==> src/rtl/mwc_pkg.sv <==
package mwc_pkg;
  typedef enum logic {ST_IDLE = 1'b0, ST_ACT = 1'b1} mwc_state_e;

  // timing kind index = {write, sequential}
  localparam logic [1:0] KIND_RD_N = 2'd0;
  localparam logic [1:0] KIND_RD_S = 2'd1;
  localparam logic [1:0] KIND_WR_N = 2'd2;
  localparam logic [1:0] KIND_WR_S = 2'd3;

  // log2 of bytes for size / bus width codes; code 3 acts as 32-bit
  function automatic logic [1:0] log_code(input logic [1:0] c);
    return (c == 2'd3) ? 2'd2 : c;
  endfunction
endpackage

==> src/rtl/mwc_region_table.sv <==
module mwc_region_table import mwc_pkg::*; #(
  parameter int unsigned NUM_RGN = 8,
  parameter int unsigned ADDR_W  = 32,
  parameter int unsigned TIME_W  = 10,
  localparam int unsigned IDX_W  = (NUM_RGN > 1) ? $clog2(NUM_RGN) : 1,
  localparam int unsigned SIZE_W = ADDR_W + 1
) (
  input  logic              clk_i,
  input  logic              rst_ni,
  input  logic              wr_i,
  input  logic [IDX_W-1:0]  wr_idx_i,
  input  logic [ADDR_W-1:0] wr_base_i,
  input  logic [SIZE_W-1:0] wr_size_i,
  input  logic [1:0]        wr_bw_i,
  input  logic [1:0]        wr_perm_i,
  input  logic              wr_hl_i,
  input  logic              wr_en_i,
  input  logic [TIME_W-1:0] wr_rd_n_i,
  input  logic [TIME_W-1:0] wr_rd_s_i,
  input  logic [TIME_W-1:0] wr_wr_n_i,
  input  logic [TIME_W-1:0] wr_wr_s_i,
  input  logic [ADDR_W-1:0] addr_i,
  output logic              hit_o,
  output logic [IDX_W-1:0]  hit_idx_o,
  output logic [1:0]        hit_bw_o,
  output logic [1:0]        hit_perm_o,
  output logic              hit_hl_o,
  input  logic [IDX_W-1:0]  t_rgn_i,
  input  logic [1:0]        t_kind_i,
  output logic [TIME_W-1:0] t_o
);
  logic [ADDR_W-1:0] base_q [NUM_RGN];
  logic [SIZE_W-1:0] size_q [NUM_RGN];
  logic [1:0]        bw_q   [NUM_RGN];
  logic [1:0]        perm_q [NUM_RGN];
  logic              hl_q   [NUM_RGN];
  logic              en_q   [NUM_RGN];
  logic [TIME_W-1:0] rdn_q  [NUM_RGN];
  logic [TIME_W-1:0] rds_q  [NUM_RGN];
  logic [TIME_W-1:0] wrn_q  [NUM_RGN];
  logic [TIME_W-1:0] wrs_q  [NUM_RGN];
  logic [NUM_RGN-1:0] match;

  always_ff @(posedge clk_i or negedge rst_ni) begin
    if (!rst_ni) begin
      for (int i = 0; i < NUM_RGN; i++) begin
        base_q[i] <= '0;
        size_q[i] <= '0;
        bw_q[i]   <= '0;
        perm_q[i] <= '0;
        hl_q[i]   <= 1'b0;
        en_q[i]   <= 1'b0;
        rdn_q[i]  <= '0;
        rds_q[i]  <= '0;
        wrn_q[i]  <= '0;
        wrs_q[i]  <= '0;
      end
    end else if (wr_i) begin
      base_q[wr_idx_i] <= wr_base_i;
      size_q[wr_idx_i] <= wr_size_i;
      bw_q[wr_idx_i]   <= wr_bw_i;
      perm_q[wr_idx_i] <= wr_perm_i;
      hl_q[wr_idx_i]   <= wr_hl_i;
      en_q[wr_idx_i]   <= wr_en_i;
      rdn_q[wr_idx_i]  <= wr_rd_n_i;
      rds_q[wr_idx_i]  <= wr_rd_s_i;
      wrn_q[wr_idx_i]  <= wr_wr_n_i;
      wrs_q[wr_idx_i]  <= wr_wr_s_i;
    end
  end

  for (genvar g = 0; g < NUM_RGN; g++) begin : g_match
    logic [SIZE_W-1:0] off;
    assign off      = {1'b0, addr_i} - {1'b0, base_q[g]};
    assign match[g] = en_q[g] && (addr_i >= base_q[g]) && (off < size_q[g]);
  end

  // lowest index wins
  always_comb begin
    hit_o     = 1'b0;
    hit_idx_o = '0;
    for (int i = NUM_RGN - 1; i >= 0; i--) begin
      if (match[i]) begin
        hit_o     = 1'b1;
        hit_idx_o = IDX_W'(i);
      end
    end
  end

  assign hit_bw_o   = bw_q[hit_idx_o];
  assign hit_perm_o = perm_q[hit_idx_o];
  assign hit_hl_o   = hl_q[hit_idx_o];

  always_comb begin
    unique case (t_kind_i)
      KIND_RD_N: t_o = rdn_q[t_rgn_i];
      KIND_RD_S: t_o = (rds_q[t_rgn_i] != '0) ? rds_q[t_rgn_i] : rdn_q[t_rgn_i];
      KIND_WR_N: t_o = wrn_q[t_rgn_i];
      default:   t_o = (wrs_q[t_rgn_i] != '0) ? wrs_q[t_rgn_i] : wrn_q[t_rgn_i];
    endcase
  end
endmodule

==> src/rtl/mwc_cycle_calc.sv <==
module mwc_cycle_calc #(
  parameter int unsigned NUM_RGN = 8,
  parameter int unsigned TIME_W  = 10,
  parameter int unsigned CYC_W   = 8,
  localparam int unsigned IDX_W  = (NUM_RGN > 1) ? $clog2(NUM_RGN) : 1,
  localparam int unsigned ENT_W  = IDX_W + 2,
  localparam int unsigned NENT   = NUM_RGN * 4
) (
  input  logic              clk_i,
  input  logic              rst_ni,
  input  logic              start_i,
  input  logic [TIME_W-1:0] period_i,
  output logic [IDX_W-1:0]  sel_rgn_o,
  output logic [1:0]        sel_kind_o,
  input  logic [TIME_W-1:0] time_i,
  output logic              busy_o,
  input  logic [IDX_W-1:0]  lk_rgn_i,
  input  logic [1:0]        lk_kind_a_i,
  input  logic [1:0]        lk_kind_b_i,
  output logic [CYC_W-1:0]  cyc_a_o,
  output logic [CYC_W-1:0]  cyc_b_o
);
  logic [CYC_W-1:0]  cyc_q [NENT];
  logic [ENT_W-1:0]  ent_q;
  logic [TIME_W-1:0] rem_q;
  logic [CYC_W-1:0]  cnt_q;
  logic              busy_q, ld_q;

  assign sel_rgn_o  = ent_q[ENT_W-1:2];
  assign sel_kind_o = ent_q[1:0];
  assign busy_o     = busy_q;

  always_ff @(posedge clk_i or negedge rst_ni) begin
    if (!rst_ni) begin
      for (int i = 0; i < NENT; i++) cyc_q[i] <= CYC_W'(1);
      ent_q  <= '0;
      rem_q  <= '0;
      cnt_q  <= '0;
      busy_q <= 1'b0;
      ld_q   <= 1'b0;
    end else if (start_i) begin
      busy_q <= 1'b1;
      ent_q  <= '0;
      ld_q   <= 1'b0;
    end else if (busy_q) begin
      if (!ld_q) begin
        rem_q <= time_i;
        cnt_q <= '0;
        ld_q  <= 1'b1;
      end else if (rem_q != '0) begin
        rem_q <= (rem_q > period_i) ? rem_q - period_i : '0;
        if (cnt_q != {CYC_W{1'b1}}) cnt_q <= cnt_q + CYC_W'(1);
      end else begin
        cyc_q[ent_q] <= (cnt_q == '0) ? CYC_W'(1) : cnt_q;
        ld_q         <= 1'b0;
        if (ent_q == ENT_W'(NENT - 1)) busy_q <= 1'b0;
        else                           ent_q  <= ent_q + ENT_W'(1);
      end
    end
  end

  assign cyc_a_o = cyc_q[{lk_rgn_i, lk_kind_a_i}];
  assign cyc_b_o = cyc_q[{lk_rgn_i, lk_kind_b_i}];
endmodule

==> src/rtl/mem_wait_ctrl.sv <==
module mem_wait_ctrl import mwc_pkg::*; #(
  parameter int unsigned NUM_RGN    = 8,
  parameter int unsigned ADDR_W     = 32,
  parameter int unsigned TIME_W     = 10,
  parameter int unsigned CYC_W      = 8,
  parameter int unsigned PERIOD_RST = 4,
  localparam int unsigned IDX_W     = (NUM_RGN > 1) ? $clog2(NUM_RGN) : 1,
  localparam int unsigned SIZE_W    = ADDR_W + 1
) (
  input  logic              clk_i,
  input  logic              rst_ni,
  input  logic              cfg_rgn_we_i,
  input  logic [IDX_W-1:0]  cfg_idx_i,
  input  logic [ADDR_W-1:0] cfg_base_i,
  input  logic [SIZE_W-1:0] cfg_size_i,
  input  logic [1:0]        cfg_bus_w_i,
  input  logic [1:0]        cfg_perm_i,
  input  logic              cfg_hlatch_i,
  input  logic              cfg_en_i,
  input  logic [TIME_W-1:0] cfg_rd_n_i,
  input  logic [TIME_W-1:0] cfg_rd_s_i,
  input  logic [TIME_W-1:0] cfg_wr_n_i,
  input  logic [TIME_W-1:0] cfg_wr_s_i,
  input  logic              cfg_period_we_i,
  input  logic [TIME_W-1:0] cfg_period_i,
  input  logic              req_i,
  input  logic [ADDR_W-1:0] addr_i,
  input  logic              we_i,
  input  logic              seq_i,
  input  logic [1:0]        size_i,
  output logic              ready_o,
  output logic              err_o,
  output logic              mem_stb_o,
  output logic              mem_we_o,
  output logic [ADDR_W-1:0] mem_addr_o
);
  logic [TIME_W-1:0] period_q;
  logic              calc_start, calc_busy;
  logic              hit, hit_hl;
  logic [IDX_W-1:0]  hit_idx, t_rgn;
  logic [1:0]        hit_bw, hit_perm, t_kind;
  logic [TIME_W-1:0] t_val;
  logic [CYC_W-1:0]  cyc_a, cyc_b;

  mwc_state_e        st_q;
  logic [1:0]        beat_q, last_q, wlog_q;
  logic [CYC_W-1:0]  left_q, scyc_q;
  logic [ADDR_W-1:0] base_q;
  logic              we_q;

  logic                lat_vld_q;
  logic [IDX_W-1:0]    lat_rgn_q;
  logic [ADDR_W-3:0]   lat_word_q;

  logic              idle, take, perm_ok, bad, lat_hit, go, stb, done, lat_load, lat_clr;
  logic [1:0]        wlog_in, slog_in, blog_in, last_in, cur_beat, cur_last, cur_wlog;
  logic [CYC_W-1:0]  cur_left, cur_scyc;
  logic [ADDR_W-1:0] base_in, cur_base;

  assign calc_start = cfg_rgn_we_i | cfg_period_we_i;

  always_ff @(posedge clk_i or negedge rst_ni) begin
    if (!rst_ni)              period_q <= TIME_W'(PERIOD_RST);
    else if (cfg_period_we_i) period_q <= (cfg_period_i == '0) ? TIME_W'(1) : cfg_period_i;
  end

  mwc_region_table #(
    .NUM_RGN(NUM_RGN), .ADDR_W(ADDR_W), .TIME_W(TIME_W)
  ) u_table (
    .clk_i      (clk_i),
    .rst_ni     (rst_ni),
    .wr_i       (cfg_rgn_we_i),
    .wr_idx_i   (cfg_idx_i),
    .wr_base_i  (cfg_base_i),
    .wr_size_i  (cfg_size_i),
    .wr_bw_i    (cfg_bus_w_i),
    .wr_perm_i  (cfg_perm_i),
    .wr_hl_i    (cfg_hlatch_i),
    .wr_en_i    (cfg_en_i),
    .wr_rd_n_i  (cfg_rd_n_i),
    .wr_rd_s_i  (cfg_rd_s_i),
    .wr_wr_n_i  (cfg_wr_n_i),
    .wr_wr_s_i  (cfg_wr_s_i),
    .addr_i     (addr_i),
    .hit_o      (hit),
    .hit_idx_o  (hit_idx),
    .hit_bw_o   (hit_bw),
    .hit_perm_o (hit_perm),
    .hit_hl_o   (hit_hl),
    .t_rgn_i    (t_rgn),
    .t_kind_i   (t_kind),
    .t_o        (t_val)
  );

  mwc_cycle_calc #(
    .NUM_RGN(NUM_RGN), .TIME_W(TIME_W), .CYC_W(CYC_W)
  ) u_calc (
    .clk_i       (clk_i),
    .rst_ni      (rst_ni),
    .start_i     (calc_start),
    .period_i    (period_q),
    .sel_rgn_o   (t_rgn),
    .sel_kind_o  (t_kind),
    .time_i      (t_val),
    .busy_o      (calc_busy),
    .lk_rgn_i    (hit_idx),
    .lk_kind_a_i ({we_i, seq_i}),
    .lk_kind_b_i ({we_i, 1'b1}),
    .cyc_a_o     (cyc_a),
    .cyc_b_o     (cyc_b)
  );

  always_comb begin
    idle    = (st_q == ST_IDLE);
    take    = idle && req_i && !calc_busy && !calc_start;
    perm_ok = we_i ? hit_perm[1] : hit_perm[0];
    bad     = !hit || !perm_ok;
    wlog_in = log_code(hit_bw);
    slog_in = log_code(size_i);
    blog_in = (slog_in > wlog_in) ? slog_in - wlog_in : 2'd0;
    unique case (blog_in)
      2'd0:    last_in = 2'd0;
      2'd1:    last_in = 2'd1;
      default: last_in = 2'd3;
    endcase
    base_in = (blog_in == 2'd0) ? addr_i
                                : addr_i & ~((ADDR_W'(1) << slog_in) - ADDR_W'(1));
    lat_hit = lat_vld_q && (lat_rgn_q == hit_idx) && (lat_word_q == addr_i[ADDR_W-1:2])
              && !we_i && seq_i && (slog_in == 2'd1) && addr_i[1];
    lat_load = hit_hl && (wlog_in == 2'd2) && !we_i && (slog_in != 2'd0) && !addr_i[1];
    lat_clr  = lat_vld_q && (hit_idx == lat_rgn_q) && (we_i || !seq_i);
    go       = take && !bad && !lat_hit;

    cur_left = idle ? cyc_a   : left_q;
    cur_scyc = idle ? cyc_b   : scyc_q;
    cur_beat = idle ? 2'd0    : beat_q;
    cur_last = idle ? last_in : last_q;
    cur_wlog = idle ? wlog_in : wlog_q;
    cur_base = idle ? base_in : base_q;

    stb  = (go || !idle) && (cur_left == CYC_W'(1));
    done = stb && (cur_beat == cur_last);
  end

  assign mem_stb_o  = stb;
  assign ready_o    = (take && (bad || lat_hit)) || done;
  assign err_o      = take && bad;
  assign mem_we_o   = idle ? we_i : we_q;
  assign mem_addr_o = cur_base + (ADDR_W'(cur_beat) << cur_wlog);

  always_ff @(posedge clk_i or negedge rst_ni) begin
    if (!rst_ni) begin
      st_q   <= ST_IDLE;
      beat_q <= '0;
      last_q <= '0;
      wlog_q <= '0;
      left_q <= CYC_W'(1);
      scyc_q <= CYC_W'(1);
      base_q <= '0;
      we_q   <= 1'b0;
    end else begin
      if (go || !idle) begin
        if (done) begin
          st_q <= ST_IDLE;
        end else begin
          st_q <= ST_ACT;
          if (stb) begin
            beat_q <= cur_beat + 2'd1;
            left_q <= cur_scyc;
          end else begin
            beat_q <= cur_beat;
            left_q <= cur_left - CYC_W'(1);
          end
        end
      end
      if (go) begin
        last_q <= last_in;
        wlog_q <= wlog_in;
        scyc_q <= cyc_b;
        base_q <= base_in;
        we_q   <= we_i;
      end
    end
  end

  always_ff @(posedge clk_i or negedge rst_ni) begin
    if (!rst_ni) begin
      lat_vld_q  <= 1'b0;
      lat_rgn_q  <= '0;
      lat_word_q <= '0;
    end else if (cfg_rgn_we_i && (cfg_idx_i == lat_rgn_q)) begin
      lat_vld_q <= 1'b0;
    end else if (take && !bad && !lat_hit) begin
      if (lat_load) begin
        lat_vld_q  <= 1'b1;
        lat_rgn_q  <= hit_idx;
        lat_word_q <= addr_i[ADDR_W-1:2];
      end else if (lat_clr) begin
        lat_vld_q <= 1'b0;
      end
    end
  end
endmodule

==> config.mk <==
export PLATFORM = sky130hd
export DESIGN_NAME = mem_wait_ctrl
export DESIGN_NICKNAME = d
export VERILOG_FILES = /design/src/rtl/mwc_pkg.sv /design/src/rtl/mwc_region_table.sv /design/src/rtl/mwc_cycle_calc.sv /design/src/rtl/mem_wait_ctrl.sv
export SDC_FILE = /design/constraint.sdc
export NUM_CORES = 2
export LEC_CHECK = 0
export BUFFER_PORTS_ARGS = -buffer_cell sky130_fd_sc_hd__buf_2
export CORE_UTILIZATION = 60
export CTS_BUF_LIST = sky130_fd_sc_hd__clkbuf_2 sky130_fd_sc_hd__clkbuf_4 sky130_fd_sc_hd__clkbuf_8
export DETAILED_ROUTE_END_ITERATION = 7
export PLACE_DENSITY = 0.82
export SYNTH_ARGS = -nofsm -noshare
export SYNTH_HDL_FRONTEND = slang
export SYNTH_SLANG_ARGS = --single-unit
==> constraint.sdc <==
create_clock -name clk_i -period 40.1 [get_ports clk_i]
set_input_delay 8.02 -clock clk_i [delete_from_list [all_inputs] [get_ports clk_i]]
set_output_delay 8.02 -clock clk_i [all_outputs]
set_load 0.01 [all_outputs]
==> run metrics <==
Pint=2.83 mW; DR vias/cell=6.32; Slowest cell on crit path=a211oi_1; hold crit path type=reg -> reg; Routed Antenna Nets=0; DP Wirelength=148 mm; worst-skew pair later-pin latency=1.00 ns; setup TNS=0 ns; unrepaired setup endpoints after global routing=false; core area=0.122 sq mm; Sequential Power Share=35.8%; fraction of layout cells with a size suffix above 1=23.4%; Combinational Power Share=35.7%; Sw Share=35.8%; Nets=7976; largest net degree at the start of global routing=204; fin cells=9071; Total Wirelength=213 mm; Post-Synth Adder-Cell Area=9.35%; Tcrit/Tclk final=73.5%; # rows=128; Initial DRC Count=5615; Worst Skew=0.0920 ns; top_reg_cell synth=dfrtp_1; Die ar.=0.125 sq mm; Synth Area in Compound Gates=13.8%; sequential share of the synthesized area=42.8%; Fmax=0.0339 GHz; Synth Area in Simple Gates=8.52%; Port Buffers=200; Peak supply drop=0.0000576 V; DR pass1 iterations=6; reg2reg end=left_q[2]$_DFFE_PN0P_; Post-Syn Area per Cell=10.5 sq um; post-CTS setup buffer count=0; post_cts resized=0; final setup margin=10.62 ns; Hold Startpoint=u_calc.cyc_q[72]$_DFFE_PN1P_; Crit. End Element=output port; placed cell count=8678; hold_buf cts=0; WP data required=32.08 ns; DRC errors left=0; Worst path most repeated cell=a21oi_1; Remaining Overflow, GRT=0; largest family of logic cells by synthesized area=multiplexers; Vias=57300; Area Overhead vs Synth=9.74%; Tmin final=29.48 ns; CTS buffer count=207; initial antenna violation count=27; Critical Path AT=21.46 ns; R2R Setup Slk=29.79 ns; Setup Viol. Count Final=0; max-slew violations=0; Synth Area in XOR/XNOR=3.52%; CTS tree=done; Netlist Area Pre-Place=0.0744 sq mm; P_leak=37.9 nW; pre-CTS setup slack=10.99 ns; WHS=0.484 ns; Worst-Margin Slew=1.32 ns; Cell Pwr Density=54.0 mW/mm^2; crit-path max FO=30; Final Hold Viols=0; first-pass GRT wire length=329 mm; Synth async-reset ratio=100%; Max Buffers Root-to-Sink=3; Worst setup SP type=input pin; R2R cell count=44; relative slew slack=11.7%; die span in x=354 um; IO Pins=201; Initial Util=60.8%; outcome=complete, no violations; overall die height=354 um; number of enable flip-flop cells after synthesis=0; WHS Path Cells=2; P_sw=1.58 mW; Total GRT Usage=33.9%; cells after synthesis=7076; clock transition at the registers of the reported paths=0.05 ns; crit path kind=in -> out; clock sink count=1269; Final GP Congestion=0.961; Worst Hold Path EP=u_calc.cyc_q[72]$_DFFE_PN1P_; Worst path max stage delay=0.67 ns; Worst R2R Start=u_table.base_q[96]$_DFFE_PN0P_; total number of yosys warnings=0; vias in the first global route=58300; Mapped Nets=7790; post-synth cell types=116; Clk pwr share=28.6%; Clock Tree Root=clkbuf_8; Max Cap Viol=0; Max H-tree Level=4; WL/cell=23.5 um; multiplexer share of the synthesized area=17.2%; Synth Register Bits=1269
-- registers in the layout (all words and copies together) (netlist names), 10 cells and up --
signal and flops:
u_table.base_q 256, u_calc.cyc_q 256, u_table.bw_q 16, u_table.perm_q 16, u_calc.rem_q 10, u_table.size_q 264
u_table.wrs_q 80, u_table.wrn_q 80, u_table.rdn_q 80, u_table.rds_q 80, period_q 10, base_q 32
lat_word_q 30
-- power groups by stage --
stage | clock (mW) | combinational, mW | sequential (mW)
6_report | 1.26 | 1.57 | 1.58
3_3_place_gp | 0 | 1.48 | 1.58
4_1_cts | 1.27 | 1.55 | 1.57
5_1_grt | 1.33 | 1.73 | 1.59
3_5_place_dp | 0 | 1.54 | 1.59
2_1_floorplan | 0 | 1.12 | 1.56
-- cells by family after synthesis --
| group | Yosys count |
|---|---|
| AOI/OAI and AO/OA | 1620 |
| and+or+nand+nor | 1361 |
| DFF | 1269 |
| muxes | 1048 |
| buffers and inverters | 930 |
| adders and majority gates | 549 |
| xor gates and xnor gates | 299 |
-- worst max-delay path by stage --
stage | startpoint | to | slack (ns)
2_1_floorplan | addr_i[0] | mem_addr_o[31] | 14.01
3_3_place_gp | addr_i[0] | mem_addr_o[31] | 11.28
3_5_place_dp | addr_i[0] | mem_addr_o[31] | 10.99
4_1_cts | addr_i[0] | mem_addr_o[31] | 10.84
5_1_grt | addr_i[0] | mem_addr_o[31] | 9.78
6_report | addr_i[0] | mem_addr_o[31] | 10.62
-- worst max-delay path, delay by kind of cell --
kind | cells | cell delay, ns
AOI/OAI and AO/OA | 29 | 6.54
and+or+nand+nor | 17 | 3.12
adders and majority gates | 6 | 1.92
buffers and inverters | 6 | 1.49
xor gates and xnor gates | 2 | 0.30
-- cell usage after synthesis, types with 12 or more instances --
library cell / instances / share of area, %
nand2_1: 618 / 3.1
a31oi_1: 29 / 0.24
xnor2_1: 195 / 2.3
nand4_1: 118 / 0.99
dfrtp_1: 1234 / 42
a21oi_1: 363 / 2.4
inv_1: 640 / 3.2
a32oi_1: 22 / 0.26
nor2_1: 245 / 1.2
and2_1: 15 / 0.13
a221oi_1: 20 / 0.24
o21ai_1: 15 / 0.10
a21o_1: 130 / 1.3
mux4_2: 93 / 2.8
and3_1: 25 / 0.21
o211ai_1: 16 / 0.16
a41o_1: 13 / 0.17
buf_1: 32 / 0.16
mux2_2: 895 / 14
nor4_1: 21 / 0.18
buf_2: 29 / 0.20
o21bai_1: 53 / 0.54
a21boi_0: 21 / 0.21
o21a_1: 43 / 0.43
o31ai_1: 25 / 0.25
or2_2: 12 / 0.10
mux2i_1: 48 / 0.65
a211oi_1: 47 / 0.47
o21ai_0: 515 / 3.5
xor2_1: 104 / 1.2
nor3_1: 61 / 0.41
nor2b_1: 65 / 0.55
clkbuf_1: 213 / 1.1
o2111ai_1: 18 / 0.21
dfstp_2: 35 / 1.2
or3_1: 13 / 0.11
nand2b_1: 34 / 0.29
nand3_1: 77 / 0.52
a22oi_1: 166 / 1.7
ha_1: 538 / 9.1
-- placed cells by master, fill, tap and decap left out, types with 22 or more instances in the layout --
| cell type | n |
|---|---|
| dfrtp_1 | 1233 |
| mux2_2 | 895 |
| inv_1 | 640 |
| nand2_1 | 618 |
| ha_1 | 538 |
| o21ai_0 | 515 |
| a21oi_1 | 363 |
| clkbuf_8 | 270 |
| nor2_1 | 243 |
| buf_2 | 198 |
| xnor2_1 | 195 |
| a22oi_1 | 166 |
| a21o_1 | 130 |
| nand4_1 | 118 |
| xor2_1 | 104 |
| mux4_2 | 93 |
| nand3_1 | 77 |
| nor2b_1 | 65 |
| clkbuf_4 | 59 |
| buf_4 | 57 |
| nor3_1 | 56 |
| o21bai_1 | 53 |
| mux2i_1 | 48 |
| a211oi_1 | 47 |
| o21a_1 | 43 |
| dfstp_2 | 35 |
| nand2b_1 | 34 |
| clkinv_2 | 34 |
| a31oi_1 | 28 |
| o31ai_1 | 24 |
| and3_1 | 24 |
| a32oi_1 | 22 |
-- area by class of cell --
cell class                      count  area (sq um)
Fill cell                        9078         40800
Multi-Input combinational cell   4877         39100
Sequential cell                  1269         31800
Clock buffer                      329          4160
Inverter                          645          2430
Tap cell                         1625          2030
Timing Repair Buffer              262          1540
Clock inverter                     52           527
Antenna cell                       12          30.0
-- through the flow --
step	util, %	power (mW)	cell area (sq um)
after CTS	66.7	4.39	81600
after global routing	66.7	4.65	81600
final	66.7	4.41	81600
after detailed placement	62.8	3.13	76900
after global placement	62.8	3.06	76900
after floorplan	-	2.69	74400
-- layer usage --
layer | share of wire (%) | vias up | GRT usage [%]
met5 | 0.053 | - | 0
met1 | 39 | 28500 | 42.1
met4 | 6.2 | 18 | 20.3
met2 | 47 | 2472 | 54.7
met3 | 8.1 | 669 | 6.76
li1 | - | 25700 | -
No activity file was read; power rests on OpenSTA's default activity.
